<file path="config.mk">
export PLATFORM = sky130hd
export DESIGN_NAME = dmach_engine
export DESIGN_NICKNAME = d
export VERILOG_FILES = /design/src/rtl/dmach_pkg.sv /design/src/rtl/dmach_datapath.sv /design/src/rtl/dmach_ctrl.sv /design/src/rtl/dmach_engine.sv
export SDC_FILE = /design/constraint.sdc
export NUM_CORES = 1
export LEC_CHECK = 0
export ABC_AREA = 1
export BUFFER_PORTS_ARGS = -buffer_cell sky130_fd_sc_hd__buf_2
export CAP_MARGIN = 20
export CORE_UTILIZATION = 50
export CTS_CLUSTER_DIAMETER = 50
export DETAILED_ROUTE_END_ITERATION = 7
export GPL_TIMING_DRIVEN = 0
export PLACE_DENSITY = 0.82
export SYNTH_ARGS = -nofsm -noshare
export SYNTH_HDL_FRONTEND = slang
export SYNTH_SLANG_ARGS = --single-unit
export TNS_END_PERCENT = 10
</file>
<file path="constraint.sdc">
create_clock -name clk -period 3 [get_ports clk]
set_input_delay 0.45 -clock clk [delete_from_list [all_inputs] [get_ports clk]]
set_output_delay 0.45 -clock clk [all_outputs]
set_load 0.005 [all_outputs]
</file>
<file path="src/rtl/dmach_pkg.sv">
package dmach_pkg;
  localparam int ADDR_W = 6;

  typedef logic [3:0] wordIdx_t;
  localparam wordIdx_t IDX_SRC    = 4'd0;
  localparam wordIdx_t IDX_DST    = 4'd1;
  localparam wordIdx_t IDX_CNT    = 4'd2;
  localparam wordIdx_t IDX_REQ    = 4'd3;
  localparam wordIdx_t IDX_CSR    = 4'd4;
  localparam wordIdx_t IDX_CMD    = 4'd5;
  localparam wordIdx_t IDX_DESC   = 4'd6;
  localparam wordIdx_t IDX_GLOBAL = 4'd8;

  typedef enum logic [1:0] {ST_IDLE, ST_WAIT, ST_READ, ST_WRITE} state_t;

  // control -> datapath strobes
  typedef struct packed {
    logic ldData;
    logic stepBeat;
    logic setEnd;
    logic setErr;
    logic setHalt;
    logic selDst;
  } strobe_t;

  typedef struct packed {
    logic       ok;
    logic [1:0] beatLog2;
    logic [2:0] lastBeat;
  } unit_t;

  function automatic unit_t decodeUnit(input logic [2:0] code);
    unit_t u;
    u.ok = 1'b1;
    u.beatLog2 = 2'd2;
    u.lastBeat = 3'd0;
    case (code)
      3'd0: u.beatLog2 = 2'd2;
      3'd1: u.beatLog2 = 2'd0;
      3'd2: u.beatLog2 = 2'd1;
      3'd3: u.lastBeat = 3'd3;
      3'd4: u.lastBeat = 3'd7;
      default: u.ok = 1'b0;
    endcase
    return u;
  endfunction
endpackage

</file>
<file path="src/rtl/dmach_datapath.sv">
module dmach_datapath
  import dmach_pkg::*;
#(
  parameter int CNT_W = 24,
  parameter int REQ_W = 6
) (
  input  logic              clk,
  input  logic              rstN,
  input  logic              regWrite,
  input  logic [ADDR_W-1:0] regAddr,
  input  logic [31:0]       regWdata,
  output logic [31:0]       regRdata,
  input  strobe_t           strobe,
  input  logic [31:0]       memRdata,
  output logic [31:0]       memAddr,
  output logic [1:0]        memSize,
  output logic [31:0]       memWdata,
  output logic              runOk,
  output logic              sizeBad,
  output logic              cntZero,
  output logic              cntOne,
  output logic              lastBeat,
  output logic              autoReq,
  output logic              irq,
  output logic [CNT_W-1:0]  cntVal,
  output logic              flagErr,
  output logic              flagEnd,
  output logic              chanEn
);
  localparam logic [CNT_W-1:0] CNT_ONE  = CNT_W'(1);
  localparam logic [2:0]       BEAT_ONE = 3'd1;

  logic [31:0]      srcAddr, dstAddr, cmdWord, descAddr, dataReg, beatBytes;
  logic [REQ_W-1:0] reqType;
  logic             flagCt, flagHalt, noDesc, globalEn;
  logic [2:0]       beatIdx;
  unit_t            unitInfo;
  wordIdx_t         idx;
  logic             aligned, unitDone, stopNow;
  logic             wrSrc, wrDst, wrCnt, wrReq, wrCsr, wrCmd, wrDesc, wrGlb;

  assign idx      = regAddr[ADDR_W-1:2];
  assign aligned  = (regAddr[1:0] == 2'b00);
  assign wrSrc    = regWrite && aligned && idx == IDX_SRC;
  assign wrDst    = regWrite && aligned && idx == IDX_DST;
  assign wrCnt    = regWrite && aligned && idx == IDX_CNT;
  assign wrReq    = regWrite && aligned && idx == IDX_REQ;
  assign wrCsr    = regWrite && aligned && idx == IDX_CSR;
  assign wrCmd    = regWrite && aligned && idx == IDX_CMD;
  assign wrDesc   = regWrite && aligned && idx == IDX_DESC;
  assign wrGlb    = regWrite && aligned && idx == IDX_GLOBAL;

  assign unitInfo = decodeUnit(cmdWord[10:8]);
  assign sizeBad  = !unitInfo.ok;
  assign lastBeat = (beatIdx == unitInfo.lastBeat);
  assign unitDone = strobe.stepBeat && lastBeat;
  assign stopNow  = strobe.setEnd || strobe.setErr || strobe.setHalt;
  assign memSize  = unitInfo.beatLog2;
  assign memAddr  = strobe.selDst ? dstAddr : srcAddr;
  assign memWdata = dataReg;
  assign runOk    = globalEn && chanEn && noDesc && !flagHalt && !flagErr && !flagEnd;
  assign cntZero  = (cntVal == '0);
  assign cntOne   = (cntVal == CNT_ONE);
  assign autoReq  = (reqType == '0);
  assign irq      = flagEnd && cmdWord[1];

  always_comb begin
    beatBytes = '0;
    beatBytes[unitInfo.beatLog2] = 1'b1;
  end

  always_ff @(posedge clk or negedge rstN) begin
    if (!rstN) begin
      srcAddr  <= '0;
      dstAddr  <= '0;
      cntVal   <= '0;
      reqType  <= '0;
      cmdWord  <= '0;
      descAddr <= '0;
      globalEn <= 1'b0;
      dataReg  <= '0;
      beatIdx  <= '0;
    end else begin
      if (wrSrc) srcAddr <= regWdata;
      else if (strobe.stepBeat && cmdWord[23]) srcAddr <= srcAddr + beatBytes;
      if (wrDst) dstAddr <= regWdata;
      else if (strobe.stepBeat && cmdWord[22]) dstAddr <= dstAddr + beatBytes;
      if (wrCnt) cntVal <= regWdata[CNT_W-1:0];
      else if (unitDone) cntVal <= cntVal - CNT_ONE;
      if (wrReq)  reqType  <= regWdata[REQ_W-1:0];
      if (wrCmd)  cmdWord  <= regWdata;
      if (wrDesc) descAddr <= regWdata;
      if (wrGlb)  globalEn <= regWdata[0];
      if (strobe.ldData) dataReg <= memRdata;
      if (stopNow) beatIdx <= '0;
      else if (strobe.stepBeat) beatIdx <= lastBeat ? 3'd0 : beatIdx + BEAT_ONE;
    end
  end

  // status word: software write first, engine events override
  always_ff @(posedge clk or negedge rstN) begin
    if (!rstN) begin
      chanEn   <= 1'b0;
      flagCt   <= 1'b0;
      flagHalt <= 1'b0;
      flagEnd  <= 1'b0;
      flagErr  <= 1'b0;
      noDesc   <= 1'b0;
    end else begin
      if (wrCsr) begin
        chanEn   <= regWdata[0];
        flagCt   <= regWdata[1];
        flagHalt <= regWdata[2];
        flagEnd  <= regWdata[3];
        flagErr  <= regWdata[4];
        noDesc   <= regWdata[31];
      end
      if (strobe.setEnd) begin
        chanEn  <= 1'b0;
        flagEnd <= 1'b1;
        flagCt  <= 1'b1;
      end
      if (strobe.setErr) begin
        chanEn  <= 1'b0;
        flagErr <= 1'b1;
      end
      if (strobe.setHalt) begin
        chanEn   <= 1'b0;
        flagHalt <= 1'b1;
      end
    end
  end

  always_comb begin
    regRdata = '0;
    if (aligned) begin
      case (idx)
        IDX_SRC:    regRdata = srcAddr;
        IDX_DST:    regRdata = dstAddr;
        IDX_CNT:    regRdata[CNT_W-1:0] = cntVal;
        IDX_REQ:    regRdata[REQ_W-1:0] = reqType;
        IDX_CSR:    regRdata = {noDesc, 26'd0, flagErr, flagEnd, flagHalt, flagCt, chanEn};
        IDX_CMD:    regRdata = cmdWord;
        IDX_DESC:   regRdata = descAddr;
        IDX_GLOBAL: regRdata[0] = globalEn;
        default:    regRdata = '0;
      endcase
    end
  end
endmodule

</file>
<file path="src/rtl/dmach_ctrl.sv">
module dmach_ctrl
  import dmach_pkg::*;
(
  input  logic    clk,
  input  logic    rstN,
  input  logic    runOk,
  input  logic    sizeBad,
  input  logic    cntZero,
  input  logic    cntOne,
  input  logic    lastBeat,
  input  logic    autoReq,
  input  logic    periphReq,
  input  logic    memReady,
  input  logic    memError,
  output logic    memValid,
  output logic    memWrite,
  output logic    periphAck,
  output strobe_t strobe
);
  state_t state, nextState;
  logic   ackNext;

  always_comb begin
    strobe    = '0;
    nextState = state;
    memValid  = 1'b0;
    memWrite  = 1'b0;
    ackNext   = 1'b0;
    case (state)
      ST_IDLE: begin
        if (runOk) begin
          if (sizeBad)      strobe.setErr = 1'b1;
          else if (cntZero) strobe.setEnd = 1'b1;
          else              nextState = ST_WAIT;
        end
      end
      ST_WAIT: begin
        if (!runOk) begin
          strobe.setHalt = 1'b1;
          nextState = ST_IDLE;
        end else if (autoReq || periphReq) begin
          nextState = ST_READ;
        end
      end
      ST_READ: begin
        memValid = 1'b1;
        if (memError) begin
          strobe.setErr = 1'b1;
          nextState = ST_IDLE;
        end else if (memReady) begin
          strobe.ldData = 1'b1;
          nextState = ST_WRITE;
        end
      end
      ST_WRITE: begin
        memValid = 1'b1;
        memWrite = 1'b1;
        strobe.selDst = 1'b1;
        if (memError) begin
          strobe.setErr = 1'b1;
          nextState = ST_IDLE;
        end else if (memReady) begin
          strobe.stepBeat = 1'b1;
          if (!lastBeat) begin
            nextState = ST_READ;
          end else begin
            ackNext = !autoReq;
            if (cntOne) begin
              strobe.setEnd = 1'b1;
              nextState = ST_IDLE;
            end else begin
              nextState = ST_WAIT;
            end
          end
        end
      end
      default: nextState = ST_IDLE;
    endcase
  end

  always_ff @(posedge clk or negedge rstN) begin
    if (!rstN) begin
      state     <= ST_IDLE;
      periphAck <= 1'b0;
    end else begin
      state     <= nextState;
      periphAck <= ackNext;
    end
  end
endmodule

</file>
<file path="src/rtl/dmach_engine.sv">
module dmach_engine
  import dmach_pkg::*;
#(
  parameter int CNT_W = 24,
  parameter int REQ_W = 6
) (
  input  logic              clk,
  input  logic              rstN,
  input  logic              regWrite,
  input  logic [ADDR_W-1:0] regAddr,
  input  logic [31:0]       regWdata,
  output logic [31:0]       regRdata,
  output logic              memValid,
  output logic              memWrite,
  output logic [31:0]       memAddr,
  output logic [1:0]        memSize,
  output logic [31:0]       memWdata,
  input  logic [31:0]       memRdata,
  input  logic              memReady,
  input  logic              memError,
  input  logic              periphReq,
  output logic              periphAck,
  output logic              irq
);
  strobe_t          strobe;
  logic             runOk, sizeBad, cntZero, cntOne, lastBeat, autoReq;
  logic [CNT_W-1:0] cntVal;
  logic             flagErr, flagEnd, chanEn;

  dmach_ctrl ctrl_i (
    .clk(clk), .rstN(rstN),
    .runOk(runOk), .sizeBad(sizeBad), .cntZero(cntZero), .cntOne(cntOne),
    .lastBeat(lastBeat), .autoReq(autoReq), .periphReq(periphReq),
    .memReady(memReady), .memError(memError),
    .memValid(memValid), .memWrite(memWrite), .periphAck(periphAck),
    .strobe(strobe)
  );

  dmach_datapath #(.CNT_W(CNT_W), .REQ_W(REQ_W)) dp_i (
    .clk(clk), .rstN(rstN),
    .regWrite(regWrite), .regAddr(regAddr), .regWdata(regWdata), .regRdata(regRdata),
    .strobe(strobe), .memRdata(memRdata),
    .memAddr(memAddr), .memSize(memSize), .memWdata(memWdata),
    .runOk(runOk), .sizeBad(sizeBad), .cntZero(cntZero), .cntOne(cntOne),
    .lastBeat(lastBeat), .autoReq(autoReq), .irq(irq),
    .cntVal(cntVal), .flagErr(flagErr), .flagEnd(flagEnd), .chanEn(chanEn)
  );
endmodule

</file>
==> report_table.html <==
<table>
<tr><th>Metric</th><th>Value</th></tr>
<tr><th colspan="2">Outcome</th></tr>
<tr><td>Run status</td><td>finished clean</td></tr>
<tr><th colspan="2">Cells and area</th></tr>
<tr><td>Relative area change from synthesis to final layout</td><td>18.11%</td></tr>
<tr><td>Share of the core filled with cells in the final layout</td><td>60.52%</td></tr>
<tr><td>FF/Latch Area</td><td>5080 µm²</td></tr>
<tr><td>Share of final-layout standard cells stronger than drive strength 1</td><td>16.11%</td></tr>
<tr><td>Area of combinational cells with multiple inputs</td><td>6327 µm²</td></tr>
<tr><td>Fillers</td><td>2237</td></tr>
<tr><td>Post-layout nets</td><td>2026</td></tr>
<tr><td>Commonest cells after routing, fill and taps aside</td><td>sky130_fd_sc_hd__nand2_1, sky130_fd_sc_hd__inv_1, sky130_fd_sc_hd__dfrtp_1</td></tr>
<tr><td>Most common cell after layout, fill and taps aside</td><td>sky130_fd_sc_hd__nand2_1</td></tr>
<tr><td>Total inserted antenna cells</td><td>0</td></tr>
<tr><td>Non-filler instance count after layout</td><td>2273</td></tr>
<tr><th colspan="2">Place</th></tr>
<tr><td>DP HPWL</td><td>between 30 and 40 mm</td></tr>
<tr><td>Port Buffer Count</td><td>around 180</td></tr>
<tr><td>Placed cell count</td><td>2226</td></tr>
<tr><td>Placer's final routability congestion estimate</td><td>1.021</td></tr>
<tr><th colspan="2">Worst setup path</th></tr>
<tr><td>Dominant delay contributor by cell family on the critical path</td><td>simple AND/OR/NAND/NOR gates</td></tr>
<tr><td>WP buf/inv</td><td>3</td></tr>
<tr><td>Category of the critical setup timing path</td><td>flop to flop</td></tr>
<tr><td>WP data arrival</td><td>3.37 ns</td></tr>
<tr><td>Data required time at the worst endpoint</td><td>3.43 ns</td></tr>
<tr><td>Maximum fanout count along the critical path</td><td>6</td></tr>
<tr><td>CP Capture Type</td><td>flop</td></tr>
<tr><td>CP cell instances</td><td>inv_1 -&gt; nand2_1 -&gt; nor2_4 -&gt; inv_1 -&gt; o21ai_0 -&gt; inv_1 -&gt; ha_1 -&gt; or2_2 -&gt; nand2_1 -&gt; o21bai_1 -&gt; nand2_1 -&gt; xor2_1 -&gt; nand2_1 -&gt; nand2_1</td></tr>
<tr><td>Most repeated library cell on the critical path</td><td>sky130_fd_sc_hd__nand2_1</td></tr>
<tr><td>Stage delay of the slowest cell on the critical path</td><td>0.52 ns</td></tr>
<tr><td>Critical Path Start Type</td><td>flop</td></tr>
<tr><td>Library cell contributing the largest single delay on the critical path</td><td>sky130_fd_sc_hd__o21bai_1</td></tr>
<tr><th colspan="2">Routing</th></tr>
<tr><td>Iteration-0 DRC Markers</td><td>1543</td></tr>
<tr><td>DRT antenna net count</td><td>0</td></tr>
<tr><td>Post-DR vias/cell</td><td>5.936</td></tr>
<tr><td>Residual DRC</td><td>0</td></tr>
<tr><td>Count of vias placed by the detailed router</td><td>13490</td></tr>
<tr><td>Routed wire per std cell</td><td>20.84 µm</td></tr>
<tr><td>Total wire length after detailed routing</td><td>47.38 mm</td></tr>
<tr><td>First-pass iteration count of the detailed router</td><td>6</td></tr>
<tr><th colspan="2">Clocking</th></tr>
<tr><td>Number of buffers on the longest clock path</td><td>3</td></tr>
<tr><td>Root Buffer Master</td><td>sky130_fd_sc_hd__clkbuf_16</td></tr>
<tr><td>Clock latency on the worst-skew pair</td><td>~0.55 ns</td></tr>
<tr><td>TritonCTS clock tree</td><td>built</td></tr>
<tr><td>Count of clock tree sinks</td><td>a little over 200</td></tr>
<tr><td>Setup bufs post-CTS</td><td>0</td></tr>
<tr><td>Number of buffers inserted during clock tree synthesis</td><td>26</td></tr>
<tr><td>H-tree lvl count</td><td>1</td></tr>
<tr><td>Clk pin slew, worst setup/hold paths</td><td>approximately 0.060 ns</td></tr>
<tr><th colspan="2">Yosys</th></tr>
<tr><td>Synth warnings</td><td>0</td></tr>
<tr><td>Proportion of synthesized chip area in sequential cells</td><td>40.52%</td></tr>
<tr><td>Cell types with the largest area share after synthesis</td><td>sky130_fd_sc_hd__dfrtp_1, sky130_fd_sc_hd__nand2_1, sky130_fd_sc_hd__inv_1, sky130_fd_sc_hd__o21ai_0, sky130_fd_sc_hd__nor2_1</td></tr>
<tr><td>Number of synthesized flops with an enable pin</td><td>0</td></tr>
<tr><td>Top-area cell type share of the netlist area</td><td>between 40% and 50%</td></tr>
<tr><td>Top flip-flop cell by instance count after synthesis</td><td>sky130_fd_sc_hd__dfrtp_1</td></tr>
<tr><td>Register bit count reported by yosys</td><td>203</td></tr>
<tr><td>Distinct cell type count after synthesis</td><td>45</td></tr>
<tr><td>Async set-reset flop share out of synthesis</td><td>100.0%</td></tr>
<tr><td>Synthesized instance count</td><td>1723</td></tr>
<tr><td>Post-synthesis cell type with the largest combined area</td><td>sky130_fd_sc_hd__dfrtp_1</td></tr>
<tr><td>Cell Area, Synth</td><td>12540 µm²</td></tr>
<tr><td>Mean instance size in the synthesized netlist</td><td>7.276 µm²</td></tr>
<tr><th colspan="2">Floorplan</th></tr>
<tr><td>Vertical die dimension</td><td>~160 µm</td></tr>
<tr><td>Cell row count</td><td>57</td></tr>
<tr><td>Core Area</td><td>24460 µm²</td></tr>
<tr><td>Total die area</td><td>roughly 26000 µm²</td></tr>
<tr><td>Starting Density</td><td>51.25%</td></tr>
<tr><td>Io pins</td><td>178</td></tr>
<tr><td>Die span in x</td><td>between 150 and 200 µm</td></tr>
<tr><th colspan="2">Power and ir drop</th></tr>
<tr><td>Static leakage power</td><td>7.444 nW</td></tr>
<tr><td>PD cells</td><td>573.9 nW/µm²</td></tr>
<tr><td>Power after layout</td><td>roughly 8.5 mW</td></tr>
<tr><td>Worst supply voltage drop on vdd</td><td>0.4393 mV</td></tr>
<tr><th colspan="2">Global route</th></tr>
<tr><td>Total grt overflow</td><td>0</td></tr>
<tr><td>Via count of the first global-routing pass</td><td>12710</td></tr>
<tr><td>First-pass GRT wire length</td><td>71.59 mm</td></tr>
<tr><td>Pin count of the biggest net entering global routing</td><td>110</td></tr>
<tr><td>Total routing usage reported by global routing</td><td>between 30% and 40%</td></tr>
<tr><td>Antenna violations before repair</td><td>0</td></tr>
<tr><th colspan="2">Timing</th></tr>
<tr><td>Final clock period utilization by the worst path</td><td>98.15%</td></tr>
<tr><td>Remaining max-slew budget at the tightest pin</td><td>36.23%</td></tr>
<tr><td>Worst slack on hold paths</td><td>0.1328 ns</td></tr>
<tr><td>Number of hold violations in the final report</td><td>0</td></tr>
<tr><td>Sum of negative setup slack</td><td>0 ns</td></tr>
<tr><td>Max-slew violations</td><td>0</td></tr>
<tr><td>Max Fclk</td><td>between 0.3 and 0.4 GHz</td></tr>
<tr><td>Clock skew after layout</td><td>0.01891 ns</td></tr>
<tr><td>Slew of the pin with the lowest slew margin</td><td>0.9566 ns</td></tr>
<tr><td>Count of endpoints failing setup in the final report</td><td>0</td></tr>
<tr><td>Final critical path time including I/O delays and setup</td><td>2.945 ns</td></tr>
<tr><th colspan="2">Hold path</th></tr>
<tr><td>Class of the most critical hold timing path</td><td>input port to flop</td></tr>
<tr><th colspan="2">Job</th></tr>
<tr><td>Total of max-cap violations</td><td>0</td></tr>
</table>
## area by class of cell
cell class              count  share of cell area [%]
multi-input cells        1230                   42.74
well taps                 324                   2.738
inverters                 226                   5.747
clock buffers              32                   4.682
plain buffers              65                   2.248
repair buffers            179                   6.304
flip-flops and latches    203                   34.31
clock inverters            14                   1.234
## metrics by stage
step	setup slack, ns	instance area, µm²
2_1_floorplan	0.5708	12540
5_1_grt	-0.001693	14810
4_1_cts	0.02665	14770
3_5_place_dp	-0.2409	13870
3_3_place_gp	-2.030	13830
6_report	0.05536	14810
## worst paths after layout
kind	slack [ns]	to	depth (start not counted)	start
min in group asynchronous	0.50	ctrl_i.periphAck$_DFF_PN0_	2	rstN
worst min register to register	0.49	dp_i.descAddr[1]$_DFFE_PN0P_	2	dp_i.descAddr[1]$_DFFE_PN0P_
worst max-delay path	0.06	dp_i.srcAddr[23]$_DFFE_PN0P_	14	dp_i.cmdWord[10]$_DFFE_PN0P_
worst max register to register	0.06	dp_i.srcAddr[23]$_DFFE_PN0P_	14	dp_i.cmdWord[10]$_DFFE_PN0P_
worst min-delay path	0.13	dp_i.memWdata[13]$_DFFE_PN0P_	2	memRdata[13]
max in group asynchronous	1.45	dp_i.srcAddr[21]$_DFFE_PN0P_	3	rstN
## sequential cells by signal, indices dropped and copies added, names as in the netlist, 2 cells and up
signal,flops
ctrl_i.state,2
dp_i.cntVal,24
dp_i.srcAddr,32
dp_i.memWdata,32
dp_i.dstAddr,32
dp_i.cmdWord,32
dp_i.beatIdx,3
dp_i.reqType,6
dp_i.descAddr,32
## cells in the mapped netlist, types with 3 or more instances
cell type and number:
sky130_fd_sc_hd__o21ai_1 3, sky130_fd_sc_hd__o221ai_1 8, sky130_fd_sc_hd__a31oi_1 20, sky130_fd_sc_hd__o211ai_1 24
sky130_fd_sc_hd__nand2_2 4, sky130_fd_sc_hd__mux2_2 32, sky130_fd_sc_hd__nand2_1 530, sky130_fd_sc_hd__o22ai_1 66
sky130_fd_sc_hd__buf_2 22, sky130_fd_sc_hd__nand4_1 23, sky130_fd_sc_hd__inv_2 4, sky130_fd_sc_hd__a21oi_1 39
sky130_fd_sc_hd__a221oi_1 7, sky130_fd_sc_hd__nor3_1 22, sky130_fd_sc_hd__o21bai_1 10, sky130_fd_sc_hd__buf_6 6
sky130_fd_sc_hd__nor2_2 3, sky130_fd_sc_hd__nand3_1 83, sky130_fd_sc_hd__xor2_1 46, sky130_fd_sc_hd__inv_1 221
sky130_fd_sc_hd__clkbuf_1 32, sky130_fd_sc_hd__o21ai_0 130, sky130_fd_sc_hd__nor2_1 130, sky130_fd_sc_hd__buf_4 4
sky130_fd_sc_hd__a22o_1 3, sky130_fd_sc_hd__a21o_1 6, sky130_fd_sc_hd__dfrtp_1 203, sky130_fd_sc_hd__ha_1 17
## metal layers
layer | vias to the layer above | global-route usage [%] | part of all wire (%)
li1 | 6041 | - | -
met1 | 6316 | 48.27 | 39
met2 | 950 | 57.08 | 45
met3 | 185 | 6.379 | 11
met4 | 0 | 18.96 | 5.5
met5 | - | 0 | 0
## timing repair
action / in CTS / in global routing
cloned: 0 / 0
hold endpoints to repair: 90 / 0
hold buffers: 1 / 0
endpoints found under the setup margin: 28 / 29
resized for setup: 4 / 9
## cell families after synthesis
| group | count (synthesis) | share of synthesized area, % |
|---|---|---|
| compound gates | 322 | 15.24 |
| simple gates | 809 | 26.67 |
| flops | 203 | 40.52 |
| other cells | 1 | 0.02991 |
| xor+xnor | 46 | 3.214 |
| fa+ha+maj | 19 | 2.016 |
| buf+inv | 291 | 9.432 |
| mux | 32 | 2.875 |
## power breakdown
group	internal, mW	switching (mW)	total (mW)	leakage, nW
Clock	1.92	1.29	3.21	0.424
Combinational	0.615	1.19	1.80	4.44
Sequential	3.09	0.397	3.48	2.58
Total	5.62	2.88	8.50	7.44
(Power assumes the default switching activity.)
